===== config.mk =====
export PLATFORM = sky130hd
export DESIGN_NAME = epoch_verifier
export DESIGN_NICKNAME = d
export VERILOG_FILES = /design/src/rtl/epv_pkg.sv /design/src/rtl/epv_sort_buf.sv /design/src/rtl/epv_table.sv /design/src/rtl/epv_check.sv /design/src/rtl/epoch_verifier.sv
export SDC_FILE = /design/constraint.sdc
export NUM_CORES = 2
export LEC_CHECK = 0
export ABC_AREA = 1
export CAP_MARGIN = 20
export CORE_ASPECT_RATIO = 1.4
export CORE_UTILIZATION = 56
export CTS_CLUSTER_SIZE = 28
export DETAILED_ROUTE_END_ITERATION = 10
export GPL_TIMING_DRIVEN = 0
export PLACE_DENSITY = 0.69
export SYNTH_ARGS = -nofsm -noshare
export SYNTH_HDL_FRONTEND = slang
export SYNTH_SLANG_ARGS = --single-unit

===== constraint.sdc =====
create_clock -name clk -period 39.4 [get_ports clk]
set_input_delay 7.88 -clock clk [delete_from_list [all_inputs] [get_ports clk]]
set_output_delay 7.88 -clock clk [all_outputs]
set_load 0.01 [all_outputs]

===== src/rtl/epv_pkg.sv =====
package epv_pkg;
  parameter int EPV_TIME_W = 16;
  parameter int EPV_HASH_W = 16;
  parameter int EPV_BLK_W  = 4;

  typedef struct packed {
    logic [EPV_BLK_W-1:0]  blk;
    logic                  excl;
    logic [EPV_TIME_W-1:0] t_start;
    logic [EPV_TIME_W-1:0] t_end;
    logic [EPV_HASH_W-1:0] h_start;
    logic [EPV_HASH_W-1:0] h_end;
  } epv_rpt_t;
endpackage


===== src/rtl/epv_sort_buf.sv =====
module epv_sort_buf
  import epv_pkg::*;
#(
  parameter int DEPTH = 8
) (
  input  logic     clk,
  input  logic     rst_n,
  input  logic     push,
  input  epv_rpt_t push_rpt,
  input  logic     flush,
  output logic     pop,
  output epv_rpt_t pop_rpt
);
  localparam int IDX_W = (DEPTH > 1) ? $clog2(DEPTH) : 1;
  localparam int CNT_W = $clog2(DEPTH + 1);

  epv_rpt_t             slot_q [DEPTH];
  epv_rpt_t             slot_d [DEPTH];
  logic [DEPTH-1:0]     vld_q, vld_d;
  logic [CNT_W-1:0]     cnt_q, cnt_d;
  logic [IDX_W-1:0]     min_idx, free_idx, ins_idx;
  logic                 full;

  assign full = (cnt_q == CNT_W'(DEPTH));
  assign pop  = full || (flush && (cnt_q != '0));

  // smallest start time among held reports; lowest slot wins ties
  always_comb begin
    logic found;
    found   = 1'b0;
    min_idx = '0;
    for (int i = 0; i < DEPTH; i++) begin
      if (vld_q[i] && (!found || (slot_q[i].t_start < slot_q[min_idx].t_start))) begin
        min_idx = IDX_W'(i);
        found   = 1'b1;
      end
    end
  end

  always_comb begin
    logic found;
    found    = 1'b0;
    free_idx = '0;
    for (int i = 0; i < DEPTH; i++) begin
      if (!vld_q[i] && !found) begin
        free_idx = IDX_W'(i);
        found    = 1'b1;
      end
    end
  end

  assign ins_idx = full ? min_idx : free_idx;
  assign pop_rpt = slot_q[min_idx];

  always_comb begin
    vld_d = vld_q;
    for (int i = 0; i < DEPTH; i++) slot_d[i] = slot_q[i];
    if (pop) vld_d[min_idx] = 1'b0;
    if (push) begin
      vld_d[ins_idx]  = 1'b1;
      slot_d[ins_idx] = push_rpt;
    end
    cnt_d = cnt_q + CNT_W'(push) - CNT_W'(pop);
  end

  always_ff @(posedge clk or negedge rst_n) begin
    if (!rst_n) begin
      vld_q <= '0;
      cnt_q <= '0;
    end else begin
      vld_q <= vld_d;
      cnt_q <= cnt_d;
    end
  end

  always_ff @(posedge clk) begin
    for (int i = 0; i < DEPTH; i++) slot_q[i] <= slot_d[i];
  end

  assert_count_bound_R3: assert property (@(posedge clk) disable iff (!rst_n)
    cnt_q <= CNT_W'(DEPTH));

  assert_no_pop_empty_R11: assert property (@(posedge clk) disable iff (!rst_n)
    (cnt_q == '0) |-> !pop);
endmodule


===== src/rtl/epv_table.sv =====
module epv_table
  import epv_pkg::*;
#(
  parameter int                  NBLK      = 16,
  parameter logic [EPV_HASH_W-1:0] ZERO_HASH = 16'h1D0F
) (
  input  logic                  clk,
  input  logic                  rst_n,
  input  logic [EPV_BLK_W-1:0]  rd_blk,
  output logic [EPV_TIME_W-1:0] rd_sh_end,
  output logic [EPV_TIME_W-1:0] rd_ex_end,
  output logic [EPV_HASH_W-1:0] rd_hash,
  input  logic                  wr_sh,
  input  logic                  wr_ex,
  input  logic [EPV_BLK_W-1:0]  wr_blk,
  input  logic [EPV_TIME_W-1:0] wr_time,
  input  logic [EPV_HASH_W-1:0] wr_hash
);
  logic [EPV_TIME_W-1:0] sh_q [NBLK];
  logic [EPV_TIME_W-1:0] ex_q [NBLK];
  logic [EPV_HASH_W-1:0] hs_q [NBLK];

  assign rd_sh_end = sh_q[rd_blk];
  assign rd_ex_end = ex_q[rd_blk];
  assign rd_hash   = hs_q[rd_blk];

  for (genvar g = 0; g < NBLK; g++) begin : g_ent
    logic sel;
    assign sel = (wr_blk == EPV_BLK_W'(g));
    always_ff @(posedge clk or negedge rst_n) begin
      if (!rst_n) begin
        sh_q[g] <= '0;
        ex_q[g] <= '0;
        hs_q[g] <= ZERO_HASH;
      end else begin
        if (sel && wr_sh) sh_q[g] <= wr_time;
        if (sel && wr_ex) begin
          ex_q[g] <= wr_time;
          hs_q[g] <= wr_hash;
        end
      end
    end
  end

  assert_one_write_kind_R8: assert property (@(posedge clk) disable iff (!rst_n)
    !(wr_sh && wr_ex));

  assert_sh_grows_R7: assert property (@(posedge clk) disable iff (!rst_n)
    wr_sh |-> (wr_time >= sh_q[wr_blk]));
endmodule


===== src/rtl/epv_check.sv =====
module epv_check
  import epv_pkg::*;
(
  input  logic                  clk,
  input  logic                  rst_n,
  input  logic                  pop,
  input  epv_rpt_t              rpt,
  input  logic [EPV_TIME_W-1:0] sh_end,
  input  logic [EPV_TIME_W-1:0] ex_end,
  input  logic [EPV_HASH_W-1:0] cur_hash,
  output logic                  wr_sh,
  output logic                  wr_ex,
  output logic [EPV_TIME_W-1:0] wr_time,
  output logic [EPV_HASH_W-1:0] wr_hash,
  output logic                  chk_valid,
  output logic [EPV_BLK_W-1:0]  chk_blk,
  output logic                  chk_excl,
  output logic [EPV_TIME_W-1:0] chk_start,
  output logic                  chk_ov,
  output logic                  chk_hs
);
  logic ov, hs, pass;
  logic                  v_d, x_d, ov_d, hs_d;
  logic [EPV_BLK_W-1:0]  b_d;
  logic [EPV_TIME_W-1:0] s_d;

  always_comb begin
    ov = (rpt.t_start < ex_end) || (rpt.excl && (rpt.t_start < sh_end));
    hs = (rpt.h_start != cur_hash);
    pass = !ov && !hs;
    wr_sh   = pop && !rpt.excl && pass;
    wr_ex   = pop && rpt.excl && pass;
    wr_time = rpt.excl ? rpt.t_end : ((rpt.t_end > sh_end) ? rpt.t_end : sh_end);
    wr_hash = rpt.h_end;
  end

  always_comb begin
    v_d  = pop;
    b_d  = pop ? rpt.blk     : chk_blk;
    x_d  = pop ? rpt.excl    : chk_excl;
    s_d  = pop ? rpt.t_start : chk_start;
    ov_d = pop && ov;
    hs_d = pop && hs;
  end

  always_ff @(posedge clk or negedge rst_n) begin
    if (!rst_n) begin
      chk_valid <= 1'b0;
      chk_blk   <= '0;
      chk_excl  <= 1'b0;
      chk_start <= '0;
      chk_ov    <= 1'b0;
      chk_hs    <= 1'b0;
    end else begin
      chk_valid <= v_d;
      chk_blk   <= b_d;
      chk_excl  <= x_d;
      chk_start <= s_d;
      chk_ov    <= ov_d;
      chk_hs    <= hs_d;
    end
  end

  assert_err_only_valid_R4: assert property (@(posedge clk) disable iff (!rst_n)
    !chk_valid |-> !(chk_ov || chk_hs));
endmodule


===== src/rtl/epoch_verifier.sv =====
module epoch_verifier
  import epv_pkg::*;
#(
  parameter int                    DEPTH     = 8,
  parameter int                    NBLK      = 16,
  parameter logic [EPV_HASH_W-1:0] ZERO_HASH = 16'h1D0F
) (
  input  logic                  clk,
  input  logic                  rst_n,
  input  logic                  in_valid,
  input  logic [EPV_BLK_W-1:0]  in_block,
  input  logic                  in_excl,
  input  logic [EPV_TIME_W-1:0] in_start,
  input  logic [EPV_TIME_W-1:0] in_end,
  input  logic [EPV_HASH_W-1:0] in_start_hash,
  input  logic [EPV_HASH_W-1:0] in_end_hash,
  input  logic                  flush,
  output logic                  out_valid,
  output logic [EPV_BLK_W-1:0]  out_block,
  output logic                  out_excl,
  output logic [EPV_TIME_W-1:0] out_start,
  output logic                  out_err_overlap,
  output logic                  out_err_hash
);
  logic rst_meta_q, rst_sync_q;
  always_ff @(posedge clk or negedge rst_n) begin
    if (!rst_n) begin
      rst_meta_q <= 1'b0;
      rst_sync_q <= 1'b0;
    end else begin
      rst_meta_q <= 1'b1;
      rst_sync_q <= rst_meta_q;
    end
  end

  epv_rpt_t              in_rpt, pop_rpt;
  logic                  pop, wr_sh, wr_ex;
  logic [EPV_TIME_W-1:0] sh_end, ex_end, wr_time;
  logic [EPV_HASH_W-1:0] cur_hash, wr_hash;

  assign in_rpt = '{blk: in_block, excl: in_excl, t_start: in_start,
                    t_end: in_end, h_start: in_start_hash, h_end: in_end_hash};

  epv_sort_buf #(.DEPTH(DEPTH)) u_sort (
    .clk(clk), .rst_n(rst_sync_q), .push(in_valid), .push_rpt(in_rpt),
    .flush(flush), .pop(pop), .pop_rpt(pop_rpt)
  );

  epv_table #(.NBLK(NBLK), .ZERO_HASH(ZERO_HASH)) u_tbl (
    .clk(clk), .rst_n(rst_sync_q), .rd_blk(pop_rpt.blk),
    .rd_sh_end(sh_end), .rd_ex_end(ex_end), .rd_hash(cur_hash),
    .wr_sh(wr_sh), .wr_ex(wr_ex), .wr_blk(pop_rpt.blk),
    .wr_time(wr_time), .wr_hash(wr_hash)
  );

  epv_check u_chk (
    .clk(clk), .rst_n(rst_sync_q), .pop(pop), .rpt(pop_rpt),
    .sh_end(sh_end), .ex_end(ex_end), .cur_hash(cur_hash),
    .wr_sh(wr_sh), .wr_ex(wr_ex), .wr_time(wr_time), .wr_hash(wr_hash),
    .chk_valid(out_valid), .chk_blk(out_block), .chk_excl(out_excl),
    .chk_start(out_start), .chk_ov(out_err_overlap), .chk_hs(out_err_hash)
  );

  assert_out_after_pop_R3: assert property (@(posedge clk) disable iff (!rst_sync_q)
    out_valid |-> $past(pop));
endmodule


==> results.md <==
* Status: finished clean
* F_max at ~33 MHz
* Vias at roughly 65,000
* Library cells used by synthesis at 56
* Gates resized, CTS repair at 0
* Mapped Nets at ~8,500
* Root buffer cell: clkbuf_16
* CTS Buf Count at 140
* Final Hold Vio Count at 0
* Crit end category: flip-flop
* Layout cell share with drive strength beyond 1 at 0.0906
* WL per Instance at 29.1 um
* Seq/Total Area, Yosys at 0.513
* Top_reg_cell synth: dfrtp_1
* Post-synthesis mux area share at 0.000139
* Post-Syn Area at 0.0719 mm^2
* Port Buffers at 96
* Slowest cell on crit path: clkbuf_1
* Synth Area in Compound Gates at 0.171
* Required @ worst endpoint at 40,160 ps
* GP Congestion at 1.04
* CP peak stage delay at approximately 750 ps
* Slew Limit Fails at 0
* XOR/XNOR Fraction of Synth Area at 0.000243
* Critical path origin: u_sort.slot_q[0][60]
* Final setup TNS at 0 ps
* Final ANT Viol Nets at 0
* First-pass GRT wire length at 428,000 um
* Area Growth Syn to Fin at 12.9%
* Detailed Place HPWL at 222,000 um
* Post-synthesis adder-cell area fraction at 0.0276
* I/O pin total at 97
* Max cap viols at 0
* Launching point of the worst reg2reg path: u_sort.slot_q[0][60]
* Kind of critical path: flip-flop to flip-flop
* H-tree levels at 4
* Synthesis warning total at 0
* Die Y at ~430 um
* Post-CTS setup buffer count at 0
* Asr flop ratio synth at 0.594
* Clock transition at path regs at 70 ps
* Residual DRC at 0
* Hold Path Class: flip-flop to async pin
* Vias in the first global route at between 60,000 and 70,000
* Post-CTS Hold Fix Bufs at 0
* Avg Cell Area, Syn at 8.71 um^2
* Most common cell after layout, fill and taps aside: nand2_1
* Die Wd at just over 300 um
* Worst path most repeated cell: nand2_1
* CP Launch Type: flip-flop
* GRT Total Usage at 0.460
* Deepest clock path buffer count at 3
* Die ar. at 0.130 mm^2
* Largest family of logic cells by synthesized area: simple AND/OR/NAND/NOR gates
* DRT iter0 DRCs at between 8,000 and 9,000
* Worst-path fanout max at 10
* Synthesized flop and latch total at 1,358
* Synth Instances at 8,261
* CP Data Arrival Time at between 30,000 and 40,000 ps
* EDFF count, synth at 552
* Largest net degree at the start of global routing at 71
* Core footprint at between 0.1 and 0.15 mm^2
* Register-to-Register Path Depth at between 100 and 150
* First drt pass iteration count at 7
* # nets final at between 8,000 and 9,000
* RSZ-0062 raised after global routing: false
* Max_slew headroom at 0.0894
* Row Count at 155
* Post-Synth Simple-Gate Area at 0.191
* Clock latency of the later-clocked register in the worst-skew pair at 840 ps
* Routed WL at between 300,000 and 400,000 um
* Setup Skew at 38.2 ps
* Grt ovf at 0
* FF-to-FF End: u_tbl.sh_q[111]
* Setup violators final at 0
* Final period utilization at 0.759
* Initial Utilization at 0.565
* Initial antenna violation count at 12
* Reg2reg setup slack at about 9500 ps
* CTS tree: yes
* Slew @ Worst Pin at around 1400 ps
* Final min period at 29,920 ps
* Most frequent cells in the layout: nand2_1, inv_1, nand3_1, o21bai_1, dfrtp_1
* Clk sink count at 1,358
* Via density at 6.30
-- cells in the mapped netlist (all sizes together) (5+ instances only) --
cell | n | share of area
a2111oi | 6 | 0.00073
a211oi | 26 | 0.0027
a21oi | 162 | 0.011
a221oi | 19 | 0.0023
a22oi | 45 | 0.0047
a311oi | 5 | 0.00061
a31oi | 19 | 0.0017
a32o | 6 | 0.00083
buf | 347 | 0.031
clkbuf | 298 | 0.016
clkinv | 5 | 0.00026
dfrtp | 678 | 0.24
dfstp | 128 | 0.047
edfxtp | 552 | 0.23
ha | 157 | 0.027
inv | 980 | 0.051
nand2 | 1842 | 0.097
nand3 | 964 | 0.067
nand4 | 45 | 0.0040
nor2 | 377 | 0.021
nor3 | 20 | 0.0014
o2111ai | 31 | 0.0038
o211ai | 57 | 0.0059
o21ai | 490 | 0.034
o21bai | 778 | 0.081
o221ai | 44 | 0.0054
o22ai | 159 | 0.014
-- state kept, by name, summed over array words and instances (netlist names) --
name,cells
rst_meta_q,1
rst_sync_q,1
u_chk.chk_blk,4
u_chk.chk_excl,1
u_chk.chk_hs,1
u_chk.chk_ov,1
u_chk.chk_start,16
u_chk.chk_valid,1
u_sort.cnt_q,4
u_sort.slot_q,552
u_sort.vld_q,8
u_tbl.ex_q,256
u_tbl.hs_q,256
u_tbl.sh_q,256
-- critical path, delay by kind of cell, from the launching register on --
kind	cells	cell delay [ps]
AND/OR/NAND/NOR	51	7530
buffers and inverters	29	11680
flip-flops	1	480
adder cells (fa/ha/maj)	8	2290
AO/OA/AOI/OAI	30	7680
-- metrics by stage --
step | setup slack, ps | hold WS, ps | utilization | cell area, um^2 | cells
6_report | 9480 | 187 | 0.637 | 81200 | 10328
3_5_place_dp | 10420 | 198 | 0.600 | 76500 | 10067
2_1_floorplan | 15490 | 331 | - | 71900 | 8261
4_1_cts | 10340 | 200 | 0.637 | 81200 | 10320
5_1_grt | 8910 | 206 | 0.637 | 81200 | 10324
3_3_place_gp | 4760 | 335 | 0.588 | 75000 | 10005
-- how the worst max path moves through the flow --
stage,slack (ps),to,depth (start not counted)
detailed placement,10420,u_tbl.sh_q[15],111
floorplan,15490,u_chk.chk_blk[0],0
global route,8910,u_tbl.sh_q[31],117
global placement,4760,u_tbl.hs_q[196],0
CTS,10340,u_tbl.sh_q[15],111
finish,9480,u_tbl.sh_q[111],118
-- routing by layer --
metal	part of all wire	track usage
met1	0.34	0.517
met5	0.00026	0
met3	0.097	0.102
met2	0.45	0.729
met4	0.11	0.427
-- logic make-up (layout without fill, tap and decap cells) --
logic type,Yosys count,after routing
flip-flops,1358,1358
AND/OR/NAND/NOR,3251,3251
adder cells (fa/ha/maj),158,158
multiplexers,1,1
XOR/XNOR,2,2
other,1,6
AO/OA/AOI/OAI,1860,1860
buffers and inverters,1630,2044
-- final cells by class --
class                   count  area (um^2)
fillers                 10964        46200
flip-flops and latches   1358        36900
multi-input cells        5273        28200
clock buffers             186         3820
inverters                 985         3700
plain buffers             645         3330
repair buffers            161         2300
well taps                1648         2060
clock inverters            67          882
diodes                      5         12.5
Power is left out: the tool's default activity adds up to more than one toggle a clock period on the data nets, which glitch-free logic cannot reach.
